--- config.mk ---
export PLATFORM = sky130hd
export DESIGN_NAME = mw_alu_flags
export DESIGN_NICKNAME = d
export VERILOG_FILES = /design/src/rtl/mwalu_pkg.sv /design/src/rtl/mwalu_adder.sv /design/src/rtl/mwalu_logic.sv /design/src/rtl/mwalu_flagreg.sv /design/src/rtl/mw_alu_flags.sv
export SDC_FILE = /design/constraint.sdc
export NUM_CORES = 1
export LEC_CHECK = 0
export ABC_AREA = 1
export BUFFER_PORTS_ARGS = -buffer_cell sky130_fd_sc_hd__buf_2
export CAP_MARGIN = 15
export CORE_MARGIN = 2
export CORE_UTILIZATION = 55
export CTS_BUF_LIST = sky130_fd_sc_hd__clkbuf_4 sky130_fd_sc_hd__clkbuf_8
export DETAILED_ROUTE_END_ITERATION = 10
export PLACE_DENSITY = 0.77
export SYNTH_ARGS = -nofsm -noshare
export SYNTH_HDL_FRONTEND = slang
export SYNTH_SLANG_ARGS = --single-unit
--- constraint.sdc ---
create_clock -name clk -period 3.2 [get_ports clk]
set_clock_uncertainty 0.05 [all_clocks]
set_input_delay 0.32 -clock clk [delete_from_list [all_inputs] [get_ports clk]]
set_output_delay 0.32 -clock clk [all_outputs]
set_load 0.005 [all_outputs]
--- src/rtl/mwalu_pkg.sv ---
package mwalu_pkg;
  localparam int DW = 32;
  localparam int NFLAG = 6;
  localparam int IW = 6;

  // operation codes
  localparam logic [2:0] OPC_ADD = 3'd0;
  localparam logic [2:0] OPC_SUB = 3'd1;
  localparam logic [2:0] OPC_AND = 3'd2;
  localparam logic [2:0] OPC_OR  = 3'd3;
  localparam logic [2:0] OPC_XOR = 3'd4;

  // flag bit positions
  localparam int FB_C = 0;
  localparam int FB_P = 1;
  localparam int FB_A = 2;
  localparam int FB_Z = 3;
  localparam int FB_S = 4;
  localparam int FB_O = 5;

  function automatic logic [DW-1:0] width_mask(input logic [1:0] wsel);
    case (wsel)
      2'd0:    width_mask = 32'h0000_00FF;
      2'd1:    width_mask = 32'h0000_FFFF;
      default: width_mask = 32'hFFFF_FFFF;
    endcase
  endfunction

  function automatic logic [IW-1:0] width_msb(input logic [1:0] wsel);
    case (wsel)
      2'd0:    width_msb = 6'd7;
      2'd1:    width_msb = 6'd15;
      default: width_msb = 6'd31;
    endcase
  endfunction

  function automatic logic even_par8(input logic [7:0] v);
    even_par8 = ~(^v);
  endfunction
endpackage

--- src/rtl/mwalu_adder.sv ---
module mwalu_adder
  import mwalu_pkg::*;
#(
  parameter int W = DW
) (
  input  logic [W-1:0]  a_m,
  input  logic [W-1:0]  b_m,
  input  logic [W-1:0]  mask,
  input  logic [IW-1:0] msb,
  input  logic          sub,
  output logic [W-1:0]  sum,
  output logic          cy,
  output logic          ov,
  output logic          ax
);
  logic [W-1:0] b_eff;
  logic [W:0]   full;
  logic         cout;
  logic         sa, sb, sr;

  always_comb begin
    b_eff = sub ? (~b_m & mask) : b_m;
    full  = {1'b0, a_m} + {1'b0, b_eff} + {{W{1'b0}}, sub};
    cout  = full[msb + 6'd1];
    sum   = full[W-1:0] & mask;
    cy    = sub ? ~cout : cout;
    sa    = a_m[msb];
    sb    = b_m[msb];
    sr    = sum[msb];
    ov    = sub ? ((sa != sb) && (sr != sa)) : ((sa == sb) && (sr != sa));
    ax    = a_m[4] ^ b_m[4] ^ sum[4];
  end
endmodule

--- src/rtl/mwalu_logic.sv ---
module mwalu_logic
  import mwalu_pkg::*;
#(
  parameter int W = DW
) (
  input  logic [2:0]   op,
  input  logic [W-1:0] a_m,
  input  logic [W-1:0] b_m,
  output logic [W-1:0] y
);
  always_comb begin
    case (op)
      OPC_AND: y = a_m & b_m;
      OPC_OR:  y = a_m | b_m;
      OPC_XOR: y = a_m ^ b_m;
      default: y = '0;
    endcase
  end
endmodule

--- src/rtl/mwalu_flagreg.sv ---
module mwalu_flagreg #(
  parameter int N = 6
) (
  input  logic         clk,
  input  logic         rst_n,
  input  logic         load,
  input  logic [N-1:0] d,
  output logic [N-1:0] q
);
  always_ff @(posedge clk or negedge rst_n) begin
    if (!rst_n)    q <= '0;
    else if (load) q <= d;
  end


  flag_hold_chk: assert property (@(posedge clk) disable iff (!rst_n)
    !load |=> $stable(q));
endmodule

--- src/rtl/mw_alu_flags.sv ---
module mw_alu_flags
  import mwalu_pkg::*;
(
  input  logic             clk,
  input  logic             rst_n,
  input  logic             en,
  input  logic [2:0]       op_sel,
  input  logic [1:0]       width_sel,
  input  logic [DW-1:0]    opa,
  input  logic [DW-1:0]    opb,
  output logic [DW-1:0]    res,
  output logic [NFLAG-1:0] stat
);
  logic [DW-1:0]    mask;
  logic [IW-1:0]    msb;
  logic [DW-1:0]    a_m, b_m;
  logic [DW-1:0]    add_y, log_y;
  logic             add_c, add_o, add_a;
  logic             op_is_arith, op_is_logic, op_valid;
  logic             flag_load;
  logic             res_msb, res_zero;
  logic [NFLAG-1:0] nxt_flags;

  always_comb begin
    mask        = width_mask(width_sel);
    msb         = width_msb(width_sel);
    a_m         = opa & mask;
    b_m         = opb & mask;
    op_is_arith = (op_sel == OPC_ADD) || (op_sel == OPC_SUB);
    op_is_logic = (op_sel == OPC_AND) || (op_sel == OPC_OR) || (op_sel == OPC_XOR);
    op_valid    = op_is_arith || op_is_logic;
    flag_load   = en && op_valid;
  end

  mwalu_adder #(.W(DW)) u_add (
    .a_m(a_m), .b_m(b_m), .mask(mask), .msb(msb),
    .sub(op_sel == OPC_SUB),
    .sum(add_y), .cy(add_c), .ov(add_o), .ax(add_a)
  );

  mwalu_logic #(.W(DW)) u_log (
    .op(op_sel), .a_m(a_m), .b_m(b_m), .y(log_y)
  );

  always_comb begin
    if (op_is_arith)      res = add_y;
    else if (op_is_logic) res = log_y;
    else                  res = '0;
    res_msb  = res[msb];
    res_zero = (res == '0);
    nxt_flags        = '0;
    nxt_flags[FB_C]  = op_is_arith & add_c;
    nxt_flags[FB_O]  = op_is_arith & add_o;
    nxt_flags[FB_A]  = op_is_arith & add_a;
    nxt_flags[FB_S]  = res_msb;
    nxt_flags[FB_Z]  = res_zero;
    nxt_flags[FB_P]  = even_par8(res[7:0]);
  end

  mwalu_flagreg #(.N(NFLAG)) u_flags (
    .clk(clk), .rst_n(rst_n), .load(flag_load), .d(nxt_flags), .q(stat)
  );


  upper_zero_chk: assert property (@(posedge clk) disable iff (!rst_n)
    (res & ~mask) == '0);


  logic_clear_chk: assert property (@(posedge clk) disable iff (!rst_n)
    (flag_load && op_is_logic) |=> (!stat[FB_C] && !stat[FB_O] && !stat[FB_A]));


  zero_flag_chk: assert property (@(posedge clk) disable iff (!rst_n)
    flag_load |=> (stat[FB_Z] == ($past(res) == '0)));


  parity_flag_chk: assert property (@(posedge clk) disable iff (!rst_n)
    flag_load |=> (stat[FB_P] == ($countones($past(res[7:0])) % 2 == 0)));


  bad_op_chk: assert property (@(posedge clk) disable iff (!rst_n)
    !op_valid |-> (res == '0));
endmodule

# Word-level counts from Yosys, hierarchy flattened

Index checks and enable logic that the tools add are counted.

Flip-flop bits (word level): 6
Output and inout bits: 38
Logic and storage cells: 58

$add $sub $neg: 3
Magnitude comparators: 2
Equality and inequality tests: 8
Muxes and demuxes: 18
Bitwise logic cells: 15
Reductions and logical operators: 11

Operators with widths:

| kind                                                                 | count |
|---|---|
| 32-bit bitwise AND                                                   | 5 |
| 32-bit 2-to-1 mux                                                    | 3 |
| 32-bit case mux with 3 select lines                                  | 1 |
| 32-bit case mux with 2 select lines                                  | 1 |
| 32-bit by 32-bit adder with 33-bit output                            | 1 |
| 33-bit by 1-bit adder with 33-bit output                             | 1 |
| 32-bit logical NOT                                                   | 1 |
| 32-bit NOT                                                           | 1 |
| 32-bit bitwise OR                                                    | 1 |
| 32-bit XOR                                                           | 1 |
| 1-bit binary-select mux with 5-bit select                            | 4 |
| 5-bit case mux with 2 select lines                                   | 1 |
| 8-bit XOR reduction                                                  | 1 |
| 6-bit by 7-bit < comparator with 1-bit output, second input constant | 1 |
| 1-bit 2-to-1 mux                                                     | 7 |
| 5-bit by 1-bit adder with 6-bit output, second input constant        | 1 |
| 1-bit binary-select mux with 6-bit select                            | 1 |
| 3-bit by 2-bit == test with 1-bit output, second input constant      | 2 |
| 5-bit by 6-bit < comparator with 1-bit output, second input constant | 1 |
| 1-bit logical OR                                                     | 4 |
| 1-bit bitwise AND                                                    | 3 |
| 3-bit by 1-bit == test with 1-bit output, second input constant      | 1 |
| 3-bit == test, second input constant                                 | 1 |
| 1-bit logical AND                                                    | 3 |
| 7 further kinds                                                      | 10 |

# Depth between registers and ports, before layout

Gate-level depths: netlist of the first run.

Word-level depth: 15
Depth in mapped cells: 27

# Modules after synthesis

A second synthesis of the first run with hierarchy kept.

Cells, all modules: 1523
Area total of the unflattened synthesis: 7704.9 sq um

Modules (own cells, without submodules):

| module        | times used | cells each | area an instance (sq um) | seq. area each (sq um) |
|---|---|---|---|---|
| mwalu_adder   | 1          | 932        | 4411.7                   | 0.0 |
| mwalu_logic   | 1          | 313        | 1948.1                   | 0.0 |
| mw_alu_flags  | 1          | 253        | 1123.6                   | 0.0 |
| mwalu_flagreg | 1          | 25         | 221.5                    | 150.1 |

# Worst setup path after synthesis of the first run

Ideal clock, no wire load.

Path type: input port to flip-flop
Start point: in op_sel[1]
End point: reg u_flags.q[3]
Setup time: 0.117 ns
Data arrival time: 3.250 ns
Data required time: 3.033 ns
Setup slack: -0.217 ns
Stages: 23
Buffers on the path: 1
Path through: nor2_4 inv_2 nor2_4 clkbuf_1 xor2_1 fa_1 nand3_1 nand3_1 xor2_1 inv_1 o21ai_0 inv_1 ha_1 nand3_1 nor2_1 nand3_1 nor2_1 nand3_1 nor2_1 nand2_1 nor2_1 nand3_1 nand2_1

Longest elaborated chain between the ends: 7

RTL lines:

| item                                      | RTL line                               | source |
|---|---|---|
| start, declared                           | mw_alu_flags.sv:7                      | `input logic [2:0] op_sel,` |
| 3-bit by 1-bit == test with 1-bit output  | mw_alu_flags.sv:29, mw_alu_flags.sv:37 |  |
| 32-bit 2-to-1 mux                         | mwalu_adder.sv:22                      | `b_eff = sub ? (~b_m & mask) : b_m;` |
| 32-bit by 32-bit adder with 33-bit output | mwalu_adder.sv:23                      | `full = {1'b0, a_m} + {1'b0, b_eff} + {{W{1'b0}}, sub};` |
| 33-bit by 1-bit adder with 33-bit output  | mwalu_adder.sv:23                      |  |
| 32-bit bitwise AND                        | mwalu_adder.sv:25                      | `sum = full[W-1:0] & mask;` |
| 32-bit 2-to-1 mux (*)                     | mw_alu_flags.sv:46                     | `if (op_is_arith) res = add_y;` |
| net res[4]                                | mw_alu_flags.sv:11                     | `output logic [DW-1:0] res,` |
| 32-bit logical NOT (*)                    | mw_alu_flags.sv:50                     | `res_zero = (res == '0);` |
| end signal, assigned                      | mwalu_flagreg.sv:11                    | `if (!rst_n) q <= '0;` |
| end signal, assigned                      | mwalu_flagreg.sv:12                    | `else if (load) q <= d;` |
| end, declared                             | mwalu_flagreg.sv:8                     | `output logic [N-1:0] q` |

The timed path passes the listed nets; every way through them passes the cells marked *.
A chain may end at the register's enable or synchronous reset.

# Worst setup path after layout of the first run

Start point: in op_sel[1]
End point: out res[28]

Longest elaborated chain between the ends: 6

RTL lines:

| item                                      | RTL line |
|---|---|
| 3-bit by 1-bit == test with 1-bit output  | mw_alu_flags.sv:29, mw_alu_flags.sv:37 |
| 32-bit 2-to-1 mux                         | mwalu_adder.sv:22 |
| 32-bit by 32-bit adder with 33-bit output | mwalu_adder.sv:23 |
| 33-bit by 1-bit adder with 33-bit output  | mwalu_adder.sv:23 |
| 32-bit bitwise AND                        | mwalu_adder.sv:25 |
| 32-bit 2-to-1 mux (*)                     | mw_alu_flags.sv:46 |
| end, declared                             | mw_alu_flags.sv:11 |

Every way passes the cells marked *; elsewhere a longest branch is shown, timed or not.

==> run summary, run 1 <==
worst min-delay path class -> in2async
remaining antenna violation count -> 0
post-layout min period -> 3230 ps
multiplexer share of the synthesized area -> 0
Hold Worst Slack -> 405 ps
drt total wl -> 20300 um
most frequently used flop master after synthesis -> sky130_fd_sc_hd__dfrtp_1
Worst R2R Start -> u_flags.q[2]$_DFFE_PN0P_
largest family of logic cells by synthesized area -> simple AND/OR/NAND/NOR gates
H-tree lvl count -> 1
largest registers -> u_flags.q x6
global-route wire length before repair -> 29600 um
setup TNS after final layout -> -33.6 ps
unrepaired setup endpoints after global routing -> yes
area fraction in compound gates after synthesis -> 0.132
minimum setup slack after placement -> -170 ps
upper clock frequency limit -> 0.309 GHz
result of the run -> complete, but fails checks
die area -> 0.0108 sq mm
Yosys cell types -> 41
Worst R2R End -> u_flags.q[2]$_DFFE_PN0P_
register with the most flip-flops -> u_flags.q
Hold Fails Final Rpt -> 0
Slew Viols, Final -> 0
via total after detailed routing -> 7516
CTS tree -> yes
largest fanout on the critical path -> 8
flip-flop count of the largest register after layout -> 6
Top Family by Delay on Critical Path -> simple AND/OR/NAND/NOR gates
starting utilization of the core area -> 0.565
worst slew pin tran -> 825 ps
total number of yosys warnings -> 0
depth of the critical timing path with buffers and inverters included -> 21
power dissipated by switching net loads -> 845 uW
Critical Setup Path Class -> in2out
CTS Buf Count -> 3
placed cells -> 1318
count of buffers from port buffering -> 109
required time of the worst setup path -> 2830 ps
Relative slew margins -> 0.450
switching portion of total power -> 0.519
fillcell total -> 750
Global Route Usage Sum -> 0.325
nets in the synthesized netlist -> 1171
Final HPWL DP -> 15100 um
worst setup slack for register-to-register paths -> 2500 ps
area grow syn2layout -> 45.8%
Finished Layout Cells -> 1363
sequential group share of total power -> 0.059
post-layout net count -> 1404
Starting DRT DRC Count -> 580
cell chain of the critical path -> buf_6 -> nor2_4 -> inv_2 -> nor2_4 -> buf_8 -> buf_12 -> buf_12 -> clkbuf_16 -> buf_6 -> o21ai_4 -> ha_4 -> nand2_4 -> buf_6 -> nor2_4 -> nand3_2 -> nand3_2 -> nand3b_1 -> nand3_1 -> nand3_1 -> nand2_1 -> buf_2
clock network latency to the later pin of the worst-skew pair -> 230 ps
async set or reset register ratio after synthesis -> 1.00
post-detailed-route DRC marker count -> 0
slowest cell on the critical path -> sky130_fd_sc_hd__ha_4
failing checks -> negative setup slack
post-synthesis adder-cell area fraction -> 0.229
fraction of final layout cells sized beyond drive strength 1 -> 0.368
endpoints failing setup -> 2
pin count of the biggest net entering global routing -> 33
final core utilization -> 0.824
leakage dissipation -> 0.00477 uW
area share of xor/xnor cells in the synthesized design -> 0.0239
number of placement rows -> 36
Post-Syn Area per Cell -> 5.51 sq um
area taken by multi-input logic gates -> 0.00517 sq mm
CTS Root Buffer Type -> sky130_fd_sc_hd__clkbuf_8
cells after synthesis -> 999
MaxCap Viol Count -> 0
share of power burned in the clock network -> 0.072
drt first pass iters -> 5
vias per cell -> 5.51
critical path endpoint category -> primary output
number of top-level pins -> 110
internal cell power -> 783 uW
Critical path origin -> op_sel[1]
ratio of final minimum period to clock period -> 1.01
register bit total from synthesis -> 6
total inserted antenna cells -> 0
Worst path max stage delay -> 320 ps
portion of total power attributed to combinational logic -> 0.869
mapped cell area -> 0.00550 sq mm
initial antenna violation count -> 0
DIE HEIGHT -> 104 um
Wirelength per Cell -> 14.9 um
number of flops mapped to enable cells by yosys -> 0
RD Place Congestion -> 0.954
count of cells along the worst register-to-register path -> 2
type of element launching the critical path -> input pin
die outline width -> 104 um
worst vdd ir -> 0.000174 V
crit path setup slack, layout -> -31.4 ps
number of clock sinks -> 6
total area of sequential cells -> 150 sq um
ratio of total power to cell area -> 203 mW/mm^2
number of buffers on the longest clock path -> 2
number of buffers and inverters on the critical path -> 9
placeable core region -> 0.00973 sq mm
arrival time at the worst endpoint -> 2860 ps
post-synthesis simple-gate area fraction -> 0.434
overflow left after global routing -> 0
number of global-route vias before repair -> 6574
share of synthesized area occupied by flip-flops and latches -> 0.0273
end point of the critical path -> res[28]
clock transition at the registers of the reported paths -> 40 ps
## cell usage after synthesis, drive strengths merged (4+ instances only)
library cell  instances  area (sq um)
nand3b               12          90.1
nor2                122           510
inv                 195           732
xor2                 12           105
buf                  11          62.6
nand4                19           119
ha                   99          1240
o21ai                45           229
clkbuf               11          41.3
a221oi               25           225
nor3                  4          25.0
nand3                70           375
a21oi                30           161
dfrtp                 6           150
nand2               315          1260
## worst register-to-register path: stages (launching register included)
cell,delay (ps)
sky130_fd_sc_hd__dfrtp_1,380
sky130_fd_sc_hd__nand2_1,60
sky130_fd_sc_hd__o21ai_0,80
## timing repair
action                                  4_1_cts  5_1_grt
endpoints found under the setup margin        3       24
gates resized for setup                       1      219
hold buffers                                  1        0
gates cloned                                  1        1
setup buffers                                 3       38
pin swaps                                     1      103
endpoints found under the hold margin         6        0
## cell usage in the layout (no fill, tap or decap), drive strengths merged, types with 4 or more instances in the layout
| cell type | count |
|---|---|
| xor2 | 12 |
| nand2 | 315 |
| ha | 99 |
| dfrtp | 6 |
| nand4 | 19 |
| nand3 | 70 |
| inv | 195 |
| buf | 248 |
| a221oi | 25 |
| nand3b | 12 |
| nor3 | 4 |
| clkbuf | 4 |
| a21oi | 30 |
| o21ai | 45 |
| nor2 | 122 |
## per-layer routing
metal / vias to the layer above / track usage / wire (um)
li1: 3641 / - / -
met2: 356 / 0.559 / 9540
met4: 0 / 0.0975 / 749
met1: 3449 / 0.432 / 8590
met5: - / 0 / 0
met3: 70 / 0.0282 / 1390
## through the flow
step,cell area [sq um],total power [uW]
final,8020,1630
after global routing,8020,1760
after CTS,6990,1350
after detailed placement,6880,1220
after global placement,6880,1200
after floorplan,5510,769
## worst min-delay path by stage
stage                     slack [ps]                       end  cells after the start  startpoint
after floorplan                  -30  u_flags.q[0]$_DFFE_PN0P_                      0       rst_n
after global placement           100  u_flags.q[4]$_DFFE_PN0P_                      1       rst_n
after detailed placement         100  u_flags.q[4]$_DFFE_PN0P_                      1       rst_n
after CTS                        400  u_flags.q[0]$_DFFE_PN0P_                      2       rst_n
after global routing             410  u_flags.q[4]$_DFFE_PN0P_                      2       rst_n
final                            410  u_flags.q[0]$_DFFE_PN0P_                      2       rst_n
## cells by family after synthesis
family,Yosys count
AND/OR/NAND/NOR,544
buffers and inverters,219
AO/OA/AOI/OAI,115
adder cells (fa/ha/maj),100
XOR/XNOR,15
flip-flops,6
## layout make-up
type,instances,share of cell area
clock buffers,3,0.00515
inverters,197,0.0933
multi-input cells,774,0.645
flip-flops and latches,6,0.0187
well taps,133,0.0208
repair buffers,250,0.217
## power groups by stage
stage	Sequential, uW	Combinational, uW	Clock (uW)
after floorplan	97.2	671	0
after global placement	94.8	1100	0
after detailed placement	96.2	1120	0
after CTS	95.2	1140	116
after global routing	96.4	1540	125
final	95.8	1420	117
(Power assumes the default switching activity.)
==> run 2, diff against run 1 <==
Settings changed: SKIP_CTS_REPAIR_TIMING set to 1.
==> run 2 against run 1 <==
The flow still finishes with violations (negative setup slack); clock power hardly changed; final cell count is 1.4% lower; via count is 3.4% lower; first-iteration DRC count is 8.3% lower; sequential power hardly changed; critical path type unchanged; largest cell class unchanged.
==> run summary, run 2 (synthesis results as in run 1) <==
result of the run -> complete, but fails checks (unchanged)
failing checks -> negative setup slack (unchanged)
placed cells -> 1318 (unchanged)
post-layout min period -> 3250 ps (was 3230 ps)
Hold Worst Slack -> 405 ps (about the same)
MaxCap Viol Count -> 0 (unchanged)
fraction of final layout cells sized beyond drive strength 1 -> 0.317 (was 0.368)
drt first pass iters -> 6 (was 5)
placeable core region -> 0.00973 sq mm (unchanged)
largest registers -> u_flags.q x6 (unchanged)
CTS Buf Count -> 3 (unchanged)
worst vdd ir -> 0.000175 V (was 0.000174 V)
Critical Setup Path Class -> in2out (unchanged)
ratio of total power to cell area -> 201 mW/mm^2 (was 203 mW/mm^2)
CTS Root Buffer Type -> sky130_fd_sc_hd__clkbuf_8 (unchanged)
starting utilization of the core area -> 0.565 (unchanged)
largest fanout on the critical path -> 8 (unchanged)
vias per cell -> 5.40 (was 5.51)
worst min-delay path class -> in2async (unchanged)
CTS tree -> yes (unchanged)
die outline width -> 104 um (unchanged)
most common cell after layout, fill and taps aside -> sky130_fd_sc_hd__nand2_1 (unchanged)
initial antenna violation count -> 0 (unchanged)
number of global-route vias before repair -> 6510 (was 6574)
type of element launching the critical path -> input pin (unchanged)
unrepaired setup endpoints after global routing -> yes (unchanged)
number of buffers on the longest clock path -> 2 (unchanged)
Finished Layout Cells -> 1344 (was 1363)
ratio of final minimum period to clock period -> 1.01 (about the same)
worst slew pin tran -> 783 ps (was 825 ps)
overflow left after global routing -> 0 (unchanged)
register with the most flip-flops -> u_flags.q (unchanged)
clock network latency to the later pin of the worst-skew pair -> 230 ps (about the same)
RD Place Congestion -> 0.954 (unchanged)
DIE HEIGHT -> 104 um (unchanged)
post-detailed-route DRC marker count -> 0 (unchanged)
crit path setup slack, layout -> -45.3 ps (was -31.4 ps)
Final HPWL DP -> 15100 um (unchanged)
number of placement rows -> 36 (unchanged)
upper clock frequency limit -> 0.308 GHz (was 0.309 GHz)
critical path endpoint category -> primary output (unchanged)
most frequent cells in the layout -> sky130_fd_sc_hd__nand2_1 (264), sky130_fd_sc_hd__inv_1 (180), sky130_fd_sc_hd__buf_4 (111) (was sky130_fd_sc_hd__nand2_1 (232), sky130_fd_sc_hd__inv_1 (176), sky130_fd_sc_hd__buf_4 (123))
Starting DRT DRC Count -> 532 (was 580)
H-tree lvl count -> 1 (unchanged)
flip-flop count of the largest register after layout -> 6 (unchanged)
minimum setup slack after placement -> -170 ps (unchanged)
area grow syn2layout -> 37.3% (was 45.8%)
endpoints failing setup -> 6 (was 2)
via total after detailed routing -> 7263 (was 7516)
die area -> 0.0108 sq mm (unchanged)
final core utilization -> 0.777 (was 0.824)
worst setup slack for register-to-register paths -> 2460 ps (was 2500 ps)
required time of the worst setup path -> 2830 ps (about the same)
number of clock sinks -> 6 (unchanged)
leakage dissipation -> 0.00458 uW (was 0.00477 uW)
Wirelength per Cell -> 14.1 um (was 14.9 um)
fillcell total -> 872 (was 750)
arrival time at the worst endpoint -> 2880 ps (was 2860 ps)
Relative slew margins -> 0.477 (was 0.450)
total inserted antenna cells -> 0 (unchanged)
pin count of the biggest net entering global routing -> 33 (unchanged)
remaining antenna violation count -> 0 (unchanged)
drt total wl -> 18900 um (was 20300 um)
Hold Fails Final Rpt -> 0 (unchanged)
global-route wire length before repair -> 29300 um (was 29600 um)
Slew Viols, Final -> 0 (unchanged)
number of top-level pins -> 110 (unchanged)
post-layout net count -> 1385 (was 1404)
total power after layout -> 1520 uW (was 1630 uW)
Global Route Usage Sum -> 0.321 (was 0.325)
count of buffers from port buffering -> 109 (unchanged)
clock transition at the registers of the reported paths -> 40 ps (about the same)
==> run 2: cell count changes in the layout (fill, tap and decap cells not counted), moves of 5 or more <==
cell / change
sky130_fd_sc_hd__buf_4: -12
sky130_fd_sc_hd__nor2_4: -10
sky130_fd_sc_hd__nand2_4: -7
sky130_fd_sc_hd__o21ai_0: +11
sky130_fd_sc_hd__nand2_1: +32
sky130_fd_sc_hd__nand2_2: -25
sky130_fd_sc_hd__o21ai_1: -5
sky130_fd_sc_hd__buf_6: -5
sky130_fd_sc_hd__nor2_1: +6
==> run 2: layout make-up <==
cell class              instances  area, sq um  share of cell area
multi-input cells             774         4890               0.647
repair buffers                231         1560               0.207
inverters                     197          746              0.0987
well taps                     133          166              0.0220
flip-flops and latches          6          150              0.0199
clock buffers                   3         41.3             0.00546
==> run 2: final timing paths <==
| check | endpoint | startpoint | cells after the start |
|---|---|---|---|
| max | res[28] | op_sel[2] | 19 |
| min | u_flags.q[0]$_DFFE_PN0P_ | rst_n | 2 |
| max reg2reg | u_flags.q[2]$_DFFE_PN0P_ | u_flags.q[2]$_DFFE_PN0P_ | 2 |
| min reg2reg | u_flags.q[0]$_DFFE_PN0P_ | u_flags.q[0]$_DFFE_PN0P_ | 2 |
| max in group asynchronous | u_flags.q[5]$_DFFE_PN0P_ | rst_n | 2 |
| min in group clk | u_flags.q[0]$_DFFE_PN0P_ | u_flags.q[0]$_DFFE_PN0P_ | 2 |
==> run 2: metal layers <==
metal	GRT usage	wire (um)	vias up	part of all wire
met5	0	0	-	0
met4	0.0878	641	0	0.034
met3	0.0251	1120	63	0.059
met2	0.553	8780	282	0.46
met1	0.431	8390	3314	0.44
li1	-	-	3604	-
==> run 2: power breakdown <==
group	total, uW	internal, uW	switching, uW	leakage [uW]
Combinational	1310	564	745	0.00448
Clock	118	81.2	36.4	0.0000216
Sequential	95.8	88.9	6.84	0.0000787
Total	1520	734	788	0.00458
==> run 2: through the flow <==
stage	TNS [ps]	cell area [sq um]
detailed placement	-224	6880
finish	-90.9	7560
global placement	-53.7	6880
CTS	-73.5	6920
floorplan	0	5510
global route	-1850	7560
==> run 2: critical path, cell delays in order <==
cell,delay (ps)
sky130_fd_sc_hd__buf_8,100
sky130_fd_sc_hd__nor2_4,110
sky130_fd_sc_hd__inv_2,60
sky130_fd_sc_hd__nor2_4,170
sky130_fd_sc_hd__buf_12,140
sky130_fd_sc_hd__buf_12,130
sky130_fd_sc_hd__xor2_1,70
sky130_fd_sc_hd__ha_1,390
sky130_fd_sc_hd__nand2_2,130
sky130_fd_sc_hd__buf_4,160
sky130_fd_sc_hd__buf_4,130
sky130_fd_sc_hd__nor2_4,130
sky130_fd_sc_hd__nand3_2,100
sky130_fd_sc_hd__nand3_2,110
sky130_fd_sc_hd__nand3b_1,180
sky130_fd_sc_hd__nand3_1,140
sky130_fd_sc_hd__nand3_1,80
sky130_fd_sc_hd__nand2_1,100
sky130_fd_sc_hd__buf_2,120
